## src/rtl/tag_sweep_pkg.sv

```systemverilog
package tag_sweep_pkg;

  localparam int TAG_BITS = 7;
  localparam int ENTRY_W  = TAG_BITS + 1;  // valid flag sits on top

  // Strobes from the sequencer to the datapath
  typedef struct packed {
    logic takeSlot;   // move held request into the working registers
    logic lineClr;    // restart the sweep line counter
    logic lineInc;    // advance to the next line
    logic selSweep;   // tag RAM address from the line counter
    logic weFill;     // write {valid, tag}
    logic weClear;    // write all-zero entry
    logic ackLook;    // complete a lookup, qualify hit
    logic ackPlain;   // complete without a hit result
  } ctrlStb_t;

endpackage

```

## src/rtl/tag_sweep_dp.sv

```systemverilog
module tag_sweep_dp
  import tag_sweep_pkg::*;
#(
  parameter int NUM_LINES = 32768,
  localparam int LINE_W = $clog2(NUM_LINES),
  localparam int REQ_W  = LINE_W + TAG_BITS
) (
  input  logic               clk,
  input  logic               rstN,
  input  logic               ads,
  input  logic [1:0]         reqKind,
  input  logic [REQ_W-1:0]   reqAddr,
  input  ctrlStb_t           stb,
  output logic               slotValid,
  output logic [1:0]         slotKind,
  output logic               lastLine,
  output logic [LINE_W-1:0]  tagAddr,
  output logic [ENTRY_W-1:0] tagWrData,
  output logic               tagWe,
  input  logic [ENTRY_W-1:0] tagRdData,
  output logic               rdy,
  output logic               hit
);

  localparam logic [LINE_W-1:0] LAST_IDX = LINE_W'(NUM_LINES - 1);

  logic [REQ_W-1:0]    slotAddr;
  logic [LINE_W-1:0]   workIdx;
  logic [TAG_BITS-1:0] workTag;
  logic [LINE_W-1:0]   lineCnt;
  logic                hitNow;

  // Holding slot: a strobe is taken only when the slot is empty
  always_ff @(posedge clk or negedge rstN) begin
    if (!rstN) begin
      slotValid <= 1'b0;
      slotKind  <= '0;
      slotAddr  <= '0;
    end else if (stb.takeSlot) begin
      slotValid <= 1'b0;
    end else if (ads && !slotValid) begin
      slotValid <= 1'b1;
      slotKind  <= reqKind;
      slotAddr  <= reqAddr;
    end
  end

  // Working copy of the request being served; index low, tag high
  always_ff @(posedge clk or negedge rstN) begin
    if (!rstN) begin
      workIdx <= '0;
      workTag <= '0;
    end else if (stb.takeSlot) begin
      workIdx <= slotAddr[LINE_W-1:0];
      workTag <= slotAddr[REQ_W-1:LINE_W];
    end
  end

  // Sweep line counter; the sequencer stops at the last index
  always_ff @(posedge clk or negedge rstN) begin
    if (!rstN)            lineCnt <= '0;
    else if (stb.lineClr) lineCnt <= '0;
    else if (stb.lineInc) lineCnt <= lineCnt + 1'b1;
  end

  assign lastLine = (lineCnt == LAST_IDX);

  // Tag RAM port
  assign tagAddr   = stb.selSweep ? lineCnt : workIdx;
  assign tagWe     = stb.weFill | stb.weClear;
  assign tagWrData = stb.weFill ? {1'b1, workTag} : '0;

  // Hit needs the stored valid flag and a matching tag
  assign hitNow = tagRdData[ENTRY_W-1] && (tagRdData[TAG_BITS-1:0] == workTag);

  always_ff @(posedge clk or negedge rstN) begin
    if (!rstN) begin
      rdy <= 1'b0;
      hit <= 1'b0;
    end else begin
      rdy <= stb.ackLook | stb.ackPlain;
      hit <= stb.ackLook & hitNow;
    end
  end

endmodule

```

## src/rtl/tag_sweep_fsm.sv

```systemverilog
module tag_sweep_fsm
  import tag_sweep_pkg::*;
(
  input  logic       clk,
  input  logic       rstN,
  input  logic       instantAck,
  input  logic       slotValid,
  input  logic [1:0] slotKind,
  input  logic       lastLine,
  output ctrlStb_t   stb
);

  typedef enum logic [2:0] {
    ST_IDLE,
    ST_LOOK_RD,
    ST_LOOK_CMP,
    ST_FILL_WR,
    ST_SWP_ADDR,
    ST_SWP_WR
  } seqState_e;

  seqState_e st, stNext;

  always_ff @(posedge clk or negedge rstN) begin
    if (!rstN) st <= ST_IDLE;
    else       st <= stNext;
  end

  always_comb begin
    stb    = '0;
    stNext = st;
    unique case (st)
      ST_IDLE: begin
        if (slotValid) begin
          stb.takeSlot = 1'b1;
          if (slotKind[1]) begin
            if (instantAck) begin
              stb.ackPlain = 1'b1;          // no sweep
            end else begin
              stb.lineClr = 1'b1;
              stNext      = ST_SWP_ADDR;
            end
          end else if (slotKind[0]) begin
            stNext = ST_FILL_WR;
          end else begin
            stNext = ST_LOOK_RD;
          end
        end
      end
      ST_LOOK_RD:  stNext = ST_LOOK_CMP;   // RAM registers the index
      ST_LOOK_CMP: begin
        stb.ackLook = 1'b1;
        stNext      = ST_IDLE;
      end
      ST_FILL_WR: begin
        stb.weFill   = 1'b1;
        stb.ackPlain = 1'b1;
        stNext       = ST_IDLE;
      end
      ST_SWP_ADDR: begin
        stb.selSweep = 1'b1;
        stNext       = ST_SWP_WR;
      end
      ST_SWP_WR: begin
        stb.selSweep = 1'b1;
        stb.weClear  = 1'b1;
        if (lastLine) begin
          stb.ackPlain = 1'b1;
          stNext       = ST_IDLE;
        end else begin
          stb.lineInc = 1'b1;
          stNext      = ST_SWP_ADDR;
        end
      end
      default: stNext = ST_IDLE;
    endcase
  end

endmodule

```

## src/rtl/tag_sweep_ctrl.sv

```systemverilog
module tag_sweep_ctrl
  import tag_sweep_pkg::*;
#(
  parameter int NUM_LINES = 32768,
  localparam int LINE_W = $clog2(NUM_LINES),
  localparam int REQ_W  = LINE_W + TAG_BITS
) (
  input  logic               clk,
  input  logic               rstN,
  input  logic               instantAck,
  input  logic               ads,
  input  logic [1:0]         reqKind,
  input  logic [REQ_W-1:0]   reqAddr,
  output logic               rdy,
  output logic               hit,
  output logic [LINE_W-1:0]  tagAddr,
  output logic [ENTRY_W-1:0] tagWrData,
  output logic               tagWe,
  input  logic [ENTRY_W-1:0] tagRdData
);

  ctrlStb_t   stb;
  logic       slotValid;
  logic [1:0] slotKind;
  logic       lastLine;

  tag_sweep_fsm u_fsm (
    .clk        (clk),
    .rstN       (rstN),
    .instantAck (instantAck),
    .slotValid  (slotValid),
    .slotKind   (slotKind),
    .lastLine   (lastLine),
    .stb        (stb)
  );

  tag_sweep_dp #(.NUM_LINES(NUM_LINES)) u_dp (
    .clk       (clk),
    .rstN      (rstN),
    .ads       (ads),
    .reqKind   (reqKind),
    .reqAddr   (reqAddr),
    .stb       (stb),
    .slotValid (slotValid),
    .slotKind  (slotKind),
    .lastLine  (lastLine),
    .tagAddr   (tagAddr),
    .tagWrData (tagWrData),
    .tagWe     (tagWe),
    .tagRdData (tagRdData),
    .rdy       (rdy),
    .hit       (hit)
  );

endmodule

```

## config.mk

```make
export PLATFORM = sky130hd
export DESIGN_NAME = tag_sweep_ctrl
export DESIGN_NICKNAME = d
export VERILOG_FILES = /design/src/rtl/tag_sweep_pkg.sv /design/src/rtl/tag_sweep_dp.sv /design/src/rtl/tag_sweep_fsm.sv /design/src/rtl/tag_sweep_ctrl.sv
export SDC_FILE = /design/constraint.sdc
export NUM_CORES = 1
export LEC_CHECK = 0
export ABC_AREA = 1
export BUFFER_PORTS_ARGS = -buffer_cell sky130_fd_sc_hd__buf_2
export CORE_UTILIZATION = 55
export DETAILED_ROUTE_END_ITERATION = 10
export PLACE_DENSITY = 0.83
export RECOVER_POWER = 100
export SYNTH_ARGS = -nofsm -noshare
export SYNTH_HDL_FRONTEND = slang
export SYNTH_SLANG_ARGS = --single-unit
```

## constraint.sdc

```tcl
create_clock -name clk -period 2.6 [get_ports clk]
set_clock_uncertainty 0.05 [all_clocks]
set_input_delay 0.39 -clock clk [delete_from_list [all_inputs] [get_ports clk]]
set_output_delay 0.39 -clock clk [all_outputs]
set_load 0.1 [all_outputs]
```

# Yosys cells after proc, flatten, opt, wreduce, memory -nomap -nowiden
# Index checks and enable logic that the tools add are counted.
dict set report word_totals {
  inputBits 36
  register_bits 67
}
dict set report classes {
  n_addsub 1
  n_reduce_logical 9
  n_eq_ne 9
  muxes 27
  bitwise 4
}
# op count
set ops {}
lappend ops {{$mux W15} 3}
lappend ops {{$add A15 B1 Y15 const B} 1}
lappend ops {{$eq A15 B15 Y1 const B} 1}
lappend ops {{$mux W1} 14}
lappend ops {{$mux W3} 4}
lappend ops {{$pmux W3 S4} 1}
lappend ops {{$mux W8} 1}
lappend ops {{$eq A7 B7 Y1} 1}
lappend ops {{$eq A3 B2 Y1 const B} 2}
lappend ops {{$eq A3 B3 Y1 const B} 2}
lappend ops {{$mux W2} 3}
lappend ops {{$reduce_and A2 Y1} 2}
lappend ops {{$reduce_bool A2 Y1} 2}
lappend ops {{$eq A3 B1 Y1 const B} 1}
lappend ops {{$logic_not A3 Y1} 1}
lappend ops {{$ne A3 B3 Y1 const B} 1}
lappend ops {{$pmux W1 S3} 1}
lappend ops {{$logic_and A1 B1 Y1} 2}
lappend ops {{$ne A2 B1 Y1 const B} 1}
lappend ops {{$or A1 B1 Y1} 2}
lappend ops {{$reduce_or A2 Y1} 1}
lappend ops {{$and A1 B1 Y1} 1}
lappend ops {{$logic_not A1 Y1} 1}
lappend ops {{$not A1 Y1} 1}

# Depth between registers and ports, before layout
dict set report depth {
  depth_word 6
  depth_mapped 9
  depth_no_buf 9
}

# Cells and area by module
# From an unflattened synthesis, not the netlist that was laid out.
dict set report unflattened {
  hier_cells 372
  area_unflattened_um2 3345.7
}
# mod cells_each n_inst area_each_um2
set by_module_without_submodules {}
lappend by_module_without_submodules {tag_sweep_dp 333 1 3104.2}
lappend by_module_without_submodules {tag_sweep_fsm 39 1 241.5}

# Worst setup path before layout
# Ideal clock, no wire load.
dict set report synth_timing {
  path_kind {reg-to-output}
  start {register u_fsm.st[1]}
  end {output tagAddr[13]}
  path_stages_with_launch 7
  n_path_buf 1
  path_slack_ns -0.358
  arrival_ns 2.518
  cell_sequence {dfrtp_1 nor2_2 nand2_1 nand2_2 buf_2 nor2_1 a21oi_1}
}
dict set report synth_between {
  elab_chain_len 4
}
# item line
set synth_rtl {}
lappend synth_rtl {{start, declared} tag_sweep_fsm.sv:22} ;# seqState_e st, stNext;
lappend synth_rtl {{start signal, assigned} tag_sweep_fsm.sv:26} ;# else st <= stNext;
lappend synth_rtl {{$eq A3 B3 Y1} tag_sweep_fsm.sv:32} ;# unique case (st)
lappend synth_rtl {{$reduce_or A2 Y1 (no source line) *} n/a}
lappend synth_rtl {{$mux W1 *} tag_sweep_fsm.sv:32}
lappend synth_rtl {{$mux W15 *} tag_sweep_dp.sv:69} ;# assign tagAddr = stb.selSweep ? lineCnt : workIdx;
lappend synth_rtl {{end, declared} tag_sweep_ctrl.sv:16} ;# output logic [LINE_W-1:0] tagAddr,
# Mark *: on every way between the ends. The rest lies on a longest branch, timed or not.

# Final worst setup path
dict set report layout_timing {
  start {register u_fsm.st[1]}
  end {output tagAddr[3]}
}
# Same word-level chain as after synthesis.

==> flow_summary.toml <==
[yosys]
synth_top_cell_area_share_pct = 51.0
syn_area_per_cell_sq_um = 8.42
syn_nets = 427
synth.top_cells.by_area = "dfrtp_1 51%, nand2_1 7.4%, nor2_1 6.6%"
yosys_warnings = 0
synthMostInstantiatedCell = "dfrtp_1"
synth_area_sq_um = 3290
synth_edf_count = 0
syn_inst = 390
synth_flop_cell = "dfrtp_1"
ys_seq_elements = 67
synth_seq_area_share_pct = 51.0
async_reset_ff_share_pct = 100
synth_common_cells = "67 x dfrtp_1, 65 x nand2_1, 58 x nor2_1"
synth_cell_types = 29
synth_top_area_cell = "dfrtp_1"

[placement]
port_buffers = 61
dp_hpwl_um = 5170
dpl-instance-area_sq_um = 3650
gp_congestion = 0.836

[cts]
clk_pin_slew_ns = 0.07
numCtsBuffers = 9
cts_sinks = 67
cts_setup_buffers = 0
cts-root-buf = "clkbuf_8"
cts_tree = "yes"
clock_path_buffers = 2
clock_latency_ns = 0.35
hold_buffers = 0
cts_max_level = 3

[timing]
finalCriticalPeriod_ns = 2.53
fmax_ghz = 0.396
maxSlewHeadroom_pct = -7.49
maxSlewViolCount = 68
worstMarginPinSlew_ns = 1.61
setup_viol = 0
finalCritPeriodShare_pct = 97.1
hold_violations = 0
rsz0062_at_grt = "no"

[status]
status = "finished with violations"
violations = "max-capacitance violations, max-slew violations"

[die]
rows = 27
die_y_um = 79.3
start_util_pct = 58.2
die_area_sq_um = 6290
core_sq_um = 5640
dieWidth_um = 79.3
pin_count = 62

[setup_path]
crit_start = "u_fsm.st[1]$_DFFE_PN0P_"
worstReg2RegStart = "u_dp.lineCnt[0]$_DFFE_PN0P_"
reg2regPathDepth = 7
critPathArrivalTime_ns = 2.09
reg2reg_slack_ns = 0.31
worstSetupPathType = "reg2out"
critical_path.endpoint_type = "output port"
worst_setup_path_start_kind = "register"
endpoint = "tagAddr[3]"
worstPathMaxFanout = 12
timing.rr.end = "u_dp.lineCnt[5]$_DFFE_PN0P_"
worstPathRequired_ns = 2.16

[layout]
layout-drive-gt1-share_pct = 24.0
nFillCells = 429
area_delta_synth_final_pct = 18.4
layout.nets = 487
num_antenna_cells = 0
final_cell_area_sq_um = 3890

[global_route]
antenna_found_initial = 0
first_global_vias = 2678
grt_max_degree = 68
overflow = 0
grt_pass1_wl_um = 12200
track_usage_pct = 26.0

[min_path]
hold_class = "in2reg"

[drt]
vias = 2899
wl_per_cell_um = 14.6
drt_iter0_markers = 248
drt_wl_total_um = 7670
dr.pass1.iters = 5
vias_per_cell = 5.50
drc = 0
antenna_left = 0

[run]
maxCapViolations = 1
## layout make-up
type / count / area (sq um) / share of cell area (%)
flip-flops and latches: 67 / 1680 / 43.1
multi-input cells: 262 / 1380 / 35.6
repair buffers: 64 / 327 / 8.39
inverters: 46 / 173 / 4.44
clock buffers: 10 / 128 / 3.28
clock inverters: 6 / 113 / 2.89
well taps: 72 / 90.1 / 2.32
## critical path, cell delays in order, from the launching register on
cell and delay (ns):
dfrtp_1 0.41, nor2_1 0.29, nand2_2 0.22, nand2_8 0.18, mux2_2 0.35, buf_2 0.29
## placed cells by master, fill, tap and decap left out, types with 2 or more instances in the layout
master	n
a21oi_2	7
mux2_2	14
inv_1	43
inv_2	2
dfrtp_1	67
xnor2_1	3
nand2_4	2
nor2_1	61
xor2_1	3
nand2_1	63
mux2_1	2
clkbuf_2	14
nand3b_1	2
buf_2	43
clkbuf_4	4
bufinv_16	3
nor2_2	2
nand2_2	3
o22ai_1	2
nand4_1	12
clkbuf_8	9
nor3_1	2
nand3_1	30
clkbuf_1	4
a21oi_1	28
o21ai_0	19
## what timing repair did
action,4_1_cts,5_1_grt
resized for setup,1,7
pin swaps,0,1
endpoints found under the setup margin,15,15
gates cloned,0,1
## state kept, by name, indices dropped and copies added (netlist names)
name and cells:
u_dp.slotAddr 22, u_dp.lineCnt 15, u_dp.workIdx 15, u_dp.workTag 7, u_fsm.st 3, u_dp.slotKind 2
u_dp.hit 1, u_dp.rdy 1, u_dp.slotValid 1
## how the worst min path moves through the flow
stage,endpoint,cells past startpoint,from
floorplan,u_dp.hit$_DFF_PN0_,0,rstN
global placement,u_dp.lineCnt[4]$_DFFE_PN0P_,2,rstN
detailed placement,u_dp.lineCnt[4]$_DFFE_PN0P_,2,rstN
CTS,u_dp.lineCnt[4]$_DFFE_PN0P_,2,rstN
global route,u_dp.slotAddr[14]$_DFFE_PN0P_,2,reqAddr[14]
finish,u_dp.slotAddr[17]$_DFFE_PN0P_,2,reqAddr[17]
## per-stage QoR
step | hold WS, ns | cells | setup TNS, ns | util, % | setup WS [ns]
2_1_floorplan | 0.0444 | 390 | -0.647 | - | -0.324
3_3_place_gp | 0.382 | 510 | 0 | 64.8 | 0.347
3_5_place_dp | 0.388 | 510 | 0 | 64.8 | 0.245
4_1_cts | 0.0126 | 526 | 0 | 69.1 | 0.0121
5_1_grt | 0.216 | 527 | 0 | 69.0 | 0.0296
6_report | 0.225 | 527 | 0 | 69.0 | 0.0742
## cell families (layout without fill, tap and decap cells)
group | count (synthesis) | in the layout | synth area share (%)
mux | 16 | 16 | 5.48
buf+inv | 62 | 126 | 7.96
compound gates | 60 | 60 | 9.71
xor+xnor | 6 | 6 | 1.60
flops | 67 | 67 | 51.0
simple gates | 178 | 179 | 23.8
fa+ha+maj | 1 | 1 | 0.381
## per-layer routing
layer | vias up | share of wire [%] | track usage [%]
met5 | - | 0 | 0
met4 | 0 | 2.4 | 13.8
met3 | 20 | 6.3 | 5.86
met2 | 113 | 47 | 39.1
met1 | 1381 | 44 | 35.1
li1 | 1385 | - | -
Power is not shown: default switching activity piles up to over one toggle a cycle in this logic, so the estimate is an artifact.
